--- config.mk ---
export PLATFORM = sky130hd
export DESIGN_NAME = acapRxFifo
export DESIGN_NICKNAME = d
export VERILOG_FILES = /design/src/rtl/acapPkg.sv /design/src/rtl/acapCtrl.sv /design/src/rtl/acapDatapath.sv /design/src/rtl/acapRxFifo.sv
export SDC_FILE = /design/constraint.sdc
export NUM_CORES = 1
export LEC_CHECK = 0
export BUFFER_PORTS_ARGS = -buffer_cell sky130_fd_sc_hd__buf_2
export CORE_MARGIN = 3
export CORE_UTILIZATION = 60
export DETAILED_ROUTE_END_ITERATION = 7
export GPL_ROUTABILITY_DRIVEN = 0
export PLACE_DENSITY = 0.82
export REMOVE_ABC_BUFFERS = 1
export SKIP_LAST_GASP = 1
export SYNTH_ARGS = -nofsm -noshare
export SYNTH_HDL_FRONTEND = slang
export SYNTH_HIERARCHICAL = 1
export SYNTH_SLANG_ARGS = --single-unit
--- constraint.sdc ---
create_clock -name clk -period 7.32 [get_ports clk]
set_input_delay 0.732 -clock clk [delete_from_list [all_inputs] [get_ports clk]]
set_output_delay 0.732 -clock clk [all_outputs]
set_load 0.01 [all_outputs]
--- src/rtl/acapPkg.sv ---
package acapPkg;
  localparam logic [7:0] OFS_CTRL = 8'h1c;
  localparam logic [7:0] OFS_STAT = 8'h20;
  localparam logic [7:0] OFS_DATA = 8'h24;
  localparam logic [7:0] OFS_CNT  = 8'h34;

  localparam int BIT_FLUSH = 0;
  localparam int BIT_DMAEN = 4;
  localparam int BIT_W24   = 6;
  localparam int BIT_MONO  = 7;
  localparam int BIT_TRIG  = 8;
  localparam int BIT_MSB   = 24;
  localparam int BIT_CAPEN = 28;
  localparam int BIT_OVF   = 8;

  typedef struct packed {
    logic       capEn;
    logic       msbAlign;
    logic [3:0] trig;
    logic       mono;
    logic       width24;
    logic       dmaEn;
  } ctlFields_t;

  typedef struct packed {
    logic flush;
    logic pop;
    logic push;
    logic mono;
    logic width24;
    logic msbAlign;
  } strobe_t;
endpackage

--- src/rtl/acapCtrl.sv ---
module acapCtrl
  import acapPkg::*;
#(
  parameter int ADDR_W = 8,
  parameter int LVL_W  = 6,
  parameter int CNT_W  = 32
) (
  input  logic              clk,
  input  logic              rstN,
  input  logic [ADDR_W-1:0] busAddr,
  input  logic              busWr,
  input  logic              busRd,
  input  logic [31:0]       busWdata,
  input  logic              sampleTick,
  input  logic [LVL_W-1:0]  level,
  input  logic              overflow,
  input  logic [CNT_W-1:0]  count,
  input  logic [31:0]       headWord,
  input  logic              empty,
  output ctlFields_t        ctl,
  output strobe_t           stb,
  output logic [31:0]       busRdata,
  output logic              dmaReq
);
  logic        ctrlHit;
  logic [31:0] ctrlWord;
  logic [31:0] statWord;
  logic [31:0] rdMux;
  logic        unusedWdata;

  assign ctrlHit = (busAddr == ADDR_W'(OFS_CTRL));
  assign unusedWdata = ^{busWdata[31:29], busWdata[27:25], busWdata[23:12],
                         busWdata[5], busWdata[3:1]};

  always_ff @(posedge clk or negedge rstN) begin
    if (!rstN) begin
      ctl <= '0;
    end else if (busWr && ctrlHit) begin
      ctl.capEn    <= busWdata[BIT_CAPEN];
      ctl.msbAlign <= busWdata[BIT_MSB];
      ctl.trig     <= busWdata[BIT_TRIG +: 4];
      ctl.mono     <= busWdata[BIT_MONO];
      ctl.width24  <= busWdata[BIT_W24];
      ctl.dmaEn    <= busWdata[BIT_DMAEN];
    end
  end

  always_comb begin
    stb          = '0;
    stb.flush    = busWr && ctrlHit && busWdata[BIT_FLUSH];
    stb.pop      = busRd && (busAddr == ADDR_W'(OFS_DATA)) && !empty;
    stb.push     = sampleTick && ctl.capEn;
    stb.mono     = ctl.mono;
    stb.width24  = ctl.width24;
    stb.msbAlign = ctl.msbAlign;
  end

  always_comb begin
    ctrlWord                 = '0;
    ctrlWord[BIT_CAPEN]      = ctl.capEn;
    ctrlWord[BIT_MSB]        = ctl.msbAlign;
    ctrlWord[BIT_TRIG +: 4]  = ctl.trig;
    ctrlWord[BIT_MONO]       = ctl.mono;
    ctrlWord[BIT_W24]        = ctl.width24;
    ctrlWord[BIT_DMAEN]      = ctl.dmaEn;
    statWord                 = '0;
    statWord[LVL_W-1:0]      = level;
    statWord[BIT_OVF]        = overflow;
  end

  always_comb begin
    rdMux = '0;
    if (busAddr == ADDR_W'(OFS_CTRL))      rdMux = ctrlWord;
    else if (busAddr == ADDR_W'(OFS_STAT)) rdMux = statWord;
    else if (busAddr == ADDR_W'(OFS_DATA)) rdMux = empty ? 32'h0 : headWord;
    else if (busAddr == ADDR_W'(OFS_CNT))  rdMux = 32'(count);
  end

  always_ff @(posedge clk or negedge rstN) begin
    if (!rstN) busRdata <= '0;
    else if (busRd) busRdata <= rdMux;
  end

  assign dmaReq = ctl.dmaEn && (level > LVL_W'(ctl.trig));
endmodule

--- src/rtl/acapDatapath.sv ---
module acapDatapath
  import acapPkg::*;
#(
  parameter int DEPTH    = 32,
  parameter int SAMPLE_W = 24,
  parameter int CNT_W    = 32,
  localparam int PTR_W   = $clog2(DEPTH),
  localparam int LVL_W   = $clog2(DEPTH + 1)
) (
  input  logic                clk,
  input  logic                rstN,
  input  strobe_t             stb,
  input  logic [SAMPLE_W-1:0] sampleLeft,
  input  logic [SAMPLE_W-1:0] sampleRight,
  output logic [LVL_W-1:0]    level,
  output logic                overflow,
  output logic [CNT_W-1:0]    count,
  output logic [31:0]         headWord,
  output logic                empty
);
  localparam int LANES = 2;
  localparam int PAD_W = 32 - SAMPLE_W;

  logic [SAMPLE_W-1:0] mem [DEPTH];
  logic [PTR_W-1:0]    wrPtr, rdPtr;
  logic [LVL_W-1:0]    frameN;
  logic                fits, accept, drop;
  logic [SAMPLE_W-1:0] lane [LANES];
  logic [SAMPLE_W-1:0] head;
  logic [15:0]         head16;

  assign lane[0] = sampleLeft;
  assign lane[1] = sampleRight;

  assign frameN = stb.mono ? LVL_W'(1) : LVL_W'(2);
  assign fits   = ({1'b0, level} + {1'b0, frameN}) <= (LVL_W + 1)'(DEPTH);
  assign accept = stb.push && fits && !stb.flush;
  assign drop   = stb.push && !fits && !stb.flush;
  assign empty  = (level == '0);

  always_ff @(posedge clk or negedge rstN) begin
    if (!rstN) begin
      wrPtr    <= '0;
      rdPtr    <= '0;
      level    <= '0;
      overflow <= 1'b0;
      count    <= '0;
    end else if (stb.flush) begin
      wrPtr    <= '0;
      rdPtr    <= '0;
      level    <= '0;
      overflow <= 1'b0;
    end else begin
      if (accept) begin
        wrPtr <= wrPtr + PTR_W'(frameN);
        count <= count + CNT_W'(frameN);
      end
      if (stb.pop) rdPtr <= rdPtr + PTR_W'(1);
      level <= level + (accept ? frameN : '0) - (stb.pop ? LVL_W'(1) : '0);
      if (drop) overflow <= 1'b1;
    end
  end

  generate
    for (genvar g = 0; g < LANES; g++) begin : gLane
      always_ff @(posedge clk) begin
        if (accept && (g == 0 || !stb.mono))
          mem[wrPtr + PTR_W'(g)] <= lane[g];
      end
    end
  endgenerate

  assign head   = mem[rdPtr];
  assign head16 = head[SAMPLE_W-1 -: 16];

  always_comb begin
    if (stb.width24)
      headWord = stb.msbAlign ? {head, {PAD_W{1'b0}}}
                              : {{PAD_W{head[SAMPLE_W-1]}}, head};
    else
      headWord = stb.msbAlign ? {head16, 16'h0}
                              : {{16{head16[15]}}, head16};
  end
endmodule

--- src/rtl/acapRxFifo.sv ---
module acapRxFifo
  import acapPkg::*;
#(
  parameter int DEPTH    = 32,
  parameter int ADDR_W   = 8,
  parameter int SAMPLE_W = 24,
  parameter int CNT_W    = 32,
  localparam int LVL_W   = $clog2(DEPTH + 1)
) (
  input  logic                clk,
  input  logic                rstN,
  input  logic [ADDR_W-1:0]   busAddr,
  input  logic                busWr,
  input  logic                busRd,
  input  logic [31:0]         busWdata,
  output logic [31:0]         busRdata,
  input  logic                sampleTick,
  input  logic [SAMPLE_W-1:0] sampleLeft,
  input  logic [SAMPLE_W-1:0] sampleRight,
  output logic                dmaReq
);
  ctlFields_t       ctl;
  strobe_t          stb;
  logic [LVL_W-1:0] level;
  logic             overflow;
  logic [CNT_W-1:0] count;
  logic [31:0]      headWord;
  logic             empty;

  acapCtrl #(.ADDR_W(ADDR_W), .LVL_W(LVL_W), .CNT_W(CNT_W)) uCtrl (
    .clk(clk), .rstN(rstN), .busAddr(busAddr), .busWr(busWr), .busRd(busRd),
    .busWdata(busWdata), .sampleTick(sampleTick), .level(level),
    .overflow(overflow), .count(count), .headWord(headWord), .empty(empty),
    .ctl(ctl), .stb(stb), .busRdata(busRdata), .dmaReq(dmaReq)
  );

  acapDatapath #(.DEPTH(DEPTH), .SAMPLE_W(SAMPLE_W), .CNT_W(CNT_W)) uDp (
    .clk(clk), .rstN(rstN), .stb(stb), .sampleLeft(sampleLeft),
    .sampleRight(sampleRight), .level(level), .overflow(overflow),
    .count(count), .headWord(headWord), .empty(empty)
  );
endmodule

==> run_results.csv, run 1 <==
group,metric,value,unit
routing,route.vias.total,27982,
final_layout,syn_to_final_growth,8.16,%
clock_network,cts_buffers,88,
floorplan,start_util,0.606,
floorplan,num_rows,100,
critical_path,worstPathMaxFanout,24,
timing,drv_slew,0,
floorplan,die_w,281,um
routing,drtIter0Drc,3310,
critical_path,crit_type,"reg2reg",
yosys,syn_area,0.0452,sq mm
critical_path,crit-reg2reg-launch,"uCtrl/ctl[2]$_DFFE_PN0P_",
grt,grt_pass1_vias,28795,
critical_path,r2r_cells,11,
grt,globalRouteMet3Util,0.0726,
grt,grt-busiest-layer,"met2",
grt,use_met2,0.491,
timing,max_freq,0.195,GHz
pwr,ir_drop,0.000158,V
critical_path,ff2ff_setup_slack,2.19,ns
routing,wl_per_cell,30.6,um
critical_path,worstSetupStartpointType,"flip-flop",
timing,finalClockSkew,0.0166,ns
grt,grt_antenna_before_repair,5,
pwr,p_leak,16.5,nW
final_layout,most-common-layout-cells,"edfxtp_1 (768), mux2_2 (661), mux2i_1 (194)",
floorplan,coreArea,0.0746,sq mm
routing,drt-total-wl,122,mm
clock_network,cts.path.max_buffers,3,
timing,post-route-min-period,5.13,ns
grt,grt_usage,0.310,
timing,tns,0,ns
grt,globalRouteOverflowTotal,0,
timing,finalHoldViolations,0,
timing,slew-limit-headroom,0.141,
clock_network,post_cts_buffers,0,
final_layout,layout_commonest_cell,"edfxtp_1",
job,drv_cap,0,
clock_network,cts-root-buf,"clkbuf_16",
routing,route.antenna.remaining_nets,0,
timing,whs,0.0178,ns
timing,report.final.setup_viol,0,
yosys,syn_inst,3023,
clock_network,cts_sinks,858,
min_path,hold_path_class,"in2async",
routing,drc,0,
grt,met1_usage,0.413,
routing,vias_per_cell,7.02,
yosys,ys_seq_area_frac,0.560,
yosys,synth_area_per_cell,15.0,sq um
clock_network,cts_max_level,3,
placement,hpwl,73.0,mm
clock_network,cts-resized-gates,0,
critical_path,rr_endpoint,"uDp/mem[18][3]$_DFFE_PP_",
final_layout,layout.nets,3062,
final_layout,drive_gt1_frac,0.392,
grt,grt_max_degree,100,
placement,dp_slack,1.91,ns
critical_path,cp.arrival,5.51,ns
yosys,synth_area_leaders,"edfxtp_1 (51%), mux2_2 (16%), dfrtp_1 (5.0%)",
yosys,yosysWarnings,6,
timing,worstMarginPinSlew,1.28,ns
yosys,synth_edf_count,768,
yosys,synth_cell_types,72,
yosys,ys_ff_latch,858,
routing,drtPass1Iterations,5,
pwr,p_per_area,226,mW/mm^2
final_layout,final_util,0.656,
critical_path,required,7.70,ns
clock_network,holdBufCountCts,0,
floorplan,io_pins,126,
critical_path,end_kind,"flip-flop",
pwr,p_total,11.0,mW
yosys,synth_top_area_frac,0.510,
timing,finalCritPeriodShare,0.701,
timing,fin_ws,2.19,ns
clock_network,clock_latency,0.64,ns
yosys,dominantRegCellSynth,"edfxtp_1",
clock_network,clk_pin_slew,0.06,ns
yosys,synth_area_leader_cell,"edfxtp_1",
floorplan,die_h,281,um
timing,rsz0062_at_grt,"false",
outcome,status,"finished clean",
clock_network,tritoncts,"done",
yosys,synthArstFlopShare,0.105,
placement,numPortBuffers,103,
grt,grt_pass1_wl,181,mm
floorplan,dieArea,0.0787,sq mm
## how the worst max path moves through the flow
stage | startpoint | slack, ns | end
2_1_floorplan | uDp/rdPtr[0]$_DFFE_PN0P_ | -4.72 | uCtrl/busRdata[16]$_DFFE_PN0P_
3_3_place_gp | busAddr[1] | 2.02 | uDp/mem[16][0]$_DFFE_PP_
3_5_place_dp | busAddr[1] | 1.91 | uDp/mem[16][0]$_DFFE_PP_
4_1_cts | uCtrl/ctl[2]$_DFFE_PN0P_ | 2.33 | uDp/mem[18][3]$_DFFE_PP_
5_1_grt | uCtrl/ctl[2]$_DFFE_PN0P_ | 2.13 | uDp/mem[18][3]$_DFFE_PP_
6_report | uCtrl/ctl[2]$_DFFE_PN0P_ | 2.19 | uDp/mem[18][3]$_DFFE_PP_
## flip-flops by register name, summed over array words and instances, names as in the netlist
name / count
uDp/wrPtr: 5
uCtrl/ctl: 9
uDp/overflow: 1
uDp/mem: 768
uDp/level: 6
uDp/rdPtr: 5
uDp/count: 32
uCtrl/busRdata: 32
## power breakdown
part / internal [mW] / switching, mW
registers: 5.38 / 0.0948
logic: 0.485 / 0.639
clock network: 2.56 / 1.87
total: 8.43 / 2.61
## metrics by stage
step / instance area (sq um) / cells
after CTS: 48900 / 3984
after detailed placement: 46100 / 3821
after global routing: 48900 / 3984
after global placement: 46100 / 3821
after floorplan: 43500 / 2675
final: 48900 / 3987
## layer usage
metal / vias up / part of all wire
li1: 11660 / -
met1: 14228 / 0.37
met2: 1741 / 0.47
met3: 351 / 0.11
met4: 2 / 0.045
met5: - / 0.00011
## logic make-up after synthesis
| logic type | share of synthesized area |
|---|---|
| buffers and inverters | 0.0419 |
| flip-flops | 0.560 |
| multiplexers | 0.290 |
| AO/OA/AOI/OAI | 0.0564 |
| adder cells (fa/ha/maj) | 0.00813 |
| XOR/XNOR | 0.00775 |
| AND/OR/NAND/NOR | 0.0357 |
## cells in the mapped netlist, drive strengths merged, types with 16 or more instances
cell      n
edfxtp  768
xnor2    16
buf     123
nand3    36
a21oi    49
o22ai    39
nand2    51
mux2    783
nor4     21
nor3     27
a221oi   51
o221ai   23
inv      54
ha       23
clkbuf  225
o21ai    61
dfrtp    90
xor2     24
a22oi    59
mux4     96
nor2     50
a211oi   21
mux2i   194
## cell type report
type | instances | area (sq um)
Antenna cell | 3 | 7.51
Clock buffer | 112 | 2400
Timing Repair Buffer | 177 | 1100
Tap cell | 969 | 1210
Multi-Input combinational cell | 1763 | 18300
Clock inverter | 51 | 424
Inverter | 54 | 203
Fill cell | 5013 | 25700
Sequential cell | 858 | 25300
## critical path, stage by stage (launching register included)
cell       delay (ns)
dfrtp_1          0.33
buf_4            0.27
inv_1            0.07
buf_4            0.20
ha_1             0.32
a21o_1           0.22
a21o_1           0.22
a2111oi_4        0.52
o21a_1           0.87
buf_4            0.40
nand3_2          0.81
mux2_1           0.63
Note: power is estimated with default switching activity, not from simulation.
==> run 2: changes to the inputs <==
clock period = 5.05 ns   (was 7.32 ns; I/O delays follow)
==> run_results.csv, run 2 (synthesis results as in run 1) <==
group,metric,value,unit
min_path,holdPathStages,2,
clock_network,post_cts_buffers,0,
floorplan,dieArea,0.0787,sq mm
final_layout,top_register,"uDp/mem",
routing,drc,0,
floorplan,die_h,281,um
final_layout,final_area,0.0494,sq mm
timing,finalHoldViolations,0,
grt,grt_usage,0.315,
floorplan,die_w,281,um
final_layout,reg.largest.list,"uDp/mem x768, uCtrl/busRdata x32, uDp/count x32",
final_layout,num-fill-cells,4935,
clock_network,cts.path.max_buffers,3,
clock_network,cts_max_level,3,
timing,tns,0,ns
clock_network,clock_latency,0.66,ns
routing,route.antenna.remaining_nets,0,
critical_path,crit_type,"reg2reg",
grt,grt_pass1_wl,184,mm
final_layout,largest_reg_flops,768,
final_layout,most-common-layout-cells,"edfxtp_1 (768), mux2_2 (661), mux2i_1 (194)",
floorplan,io_pins,126,
routing,drtIter0Drc,3616,
placement,numPortBuffers,103,
timing,finalCritPeriodShare,0.859,
critical_path,r2r_cells,9,
timing,finalClockSkew,0.0229,ns
outcome,status,"finished clean",
clock_network,cts-root-buf,"clkbuf_16",
grt,globalRouteOverflowTotal,0,
pwr,p_per_area,326,mW/mm^2
timing,drv_slew,0,
clock_network,cts_buffers,90,
routing,drtPass1Iterations,6,
pwr,ir_drop,0.000249,V
final_layout,layout.nets,3108,
final_layout,layout_commonest_cell,"edfxtp_1",
final_layout,syn_to_final_growth,9.23,%
floorplan,coreArea,0.0746,sq mm
routing,wl_per_cell,30.8,um
timing,max_freq,0.230,GHz
grt,grt_pass1_vias,28905,
clock_network,cts_sinks,858,
final_layout,final_cells,4032,
floorplan,num_rows,100,
critical_path,end_kind,"flip-flop",
critical_path,cp.arrival,4.66,ns
job,drv_cap,0,
timing,slew-limit-headroom,0.256,
critical_path,worstSetupStartpointType,"flip-flop",
pwr,p_total,16.1,mW
placement,hpwl,75.7,mm
placement,dpl.cell_count,3864,
timing,post-route-min-period,4.34,ns
critical_path,required,5.37,ns
grt,grt_max_degree,62,
clock_network,clk_pin_slew,0.06,ns
grt,grt_antenna_before_repair,4,
routing,drt-total-wl,124,mm
pwr,p_leak,16.8,nW
timing,rsz0062_at_grt,"false",
critical_path,worstPathMaxFanout,19,
timing,report.final.setup_viol,0,
routing,vias_per_cell,7.06,
floorplan,start_util,0.606,
clock_network,tritoncts,"done",
routing,route.vias.total,28450,
timing,worstMarginPinSlew,1.11,ns
min_path,hold_path_class,"in2reg",
placement,post_dp_cell_area,0.0465,sq mm
final_layout,drive_gt1_frac,0.404,
## run 2: worst max-delay path: stages (launching register included)
cell       delay (ns)
dfrtp_1          0.44
inv_1            0.11
ha_1             0.33
a21o_1           0.22
a21o_1           0.22
a2111oi_4        0.47
o21ai_4          0.33
or3_1            0.71
o21bai_2         0.72
buf_4            0.42
## run 2: area by class of cell
| class | count | area [sq um] | area share |
|---|---|---|---|
| Sequential cell | 858 | 25300 | 0.513 |
| Clock buffer | 113 | 2450 | 0.0496 |
| Clock inverter | 53 | 448 | 0.00907 |
| Antenna cell | 1 | 2.50 | 0.0000507 |
| Multi-Input combinational cell | 1763 | 18300 | 0.369 |
| Timing Repair Buffer | 221 | 1510 | 0.0305 |
| Inverter | 54 | 203 | 0.00410 |
| Tap cell | 969 | 1210 | 0.0245 |
## run 2: repair_timing
item                                   CTS  global route
hold buffers                             1             0
resized for setup                        0             0
endpoints found under the hold margin   60             0
## run 2: worst paths after layout
check / start / to / slack [ns]
max: uCtrl/ctl[2]$_DFFE_PN0P_ / uDp/mem[0][5]$_DFFE_PP_ / 0.71
max reg2reg: uCtrl/ctl[2]$_DFFE_PN0P_ / uDp/mem[0][5]$_DFFE_PP_ / 0.71
min: busWdata[6] / uCtrl/ctl[1]$_DFFE_PN0P_ / 0.09
min reg2reg: uDp/count[31]$_DFFE_PN0P_ / uDp/count[31]$_DFFE_PN0P_ / 0.48
min in group asynchronous: rstN / uCtrl/busRdata[29]$_DFFE_PN0P_ / 0.51
max in group asynchronous: rstN / uDp/rdPtr[3]$_DFFE_PN0P_ / 3.56
## run 2: per-layer routing
metal	up-vias	wire, um	global-route usage
met3	371	14000	0.0683
met5	-	36	0
met1	14361	45400	0.417
li1	11745	-	-
met2	1967	58800	0.501
met4	6	6170	0.147
## run 2: report_power, final
part           switching (mW)  internal, mW
logic                   0.935         0.720
clock network            2.78          3.76
registers               0.122          7.80
total                    3.83          12.3
## run 2: stage by stage
stage / setup WS [ns] / utilization / hold WS [ns]
2_1_floorplan: -6.99 / - / 0.209
3_3_place_gp: 0.820 / 0.623 / 0.458
3_5_place_dp: 0.829 / 0.623 / 0.467
4_1_cts: 0.809 / 0.662 / 0.0666
5_1_grt: 0.586 / 0.662 / 0.0823
6_report: 0.710 / 0.662 / 0.0896
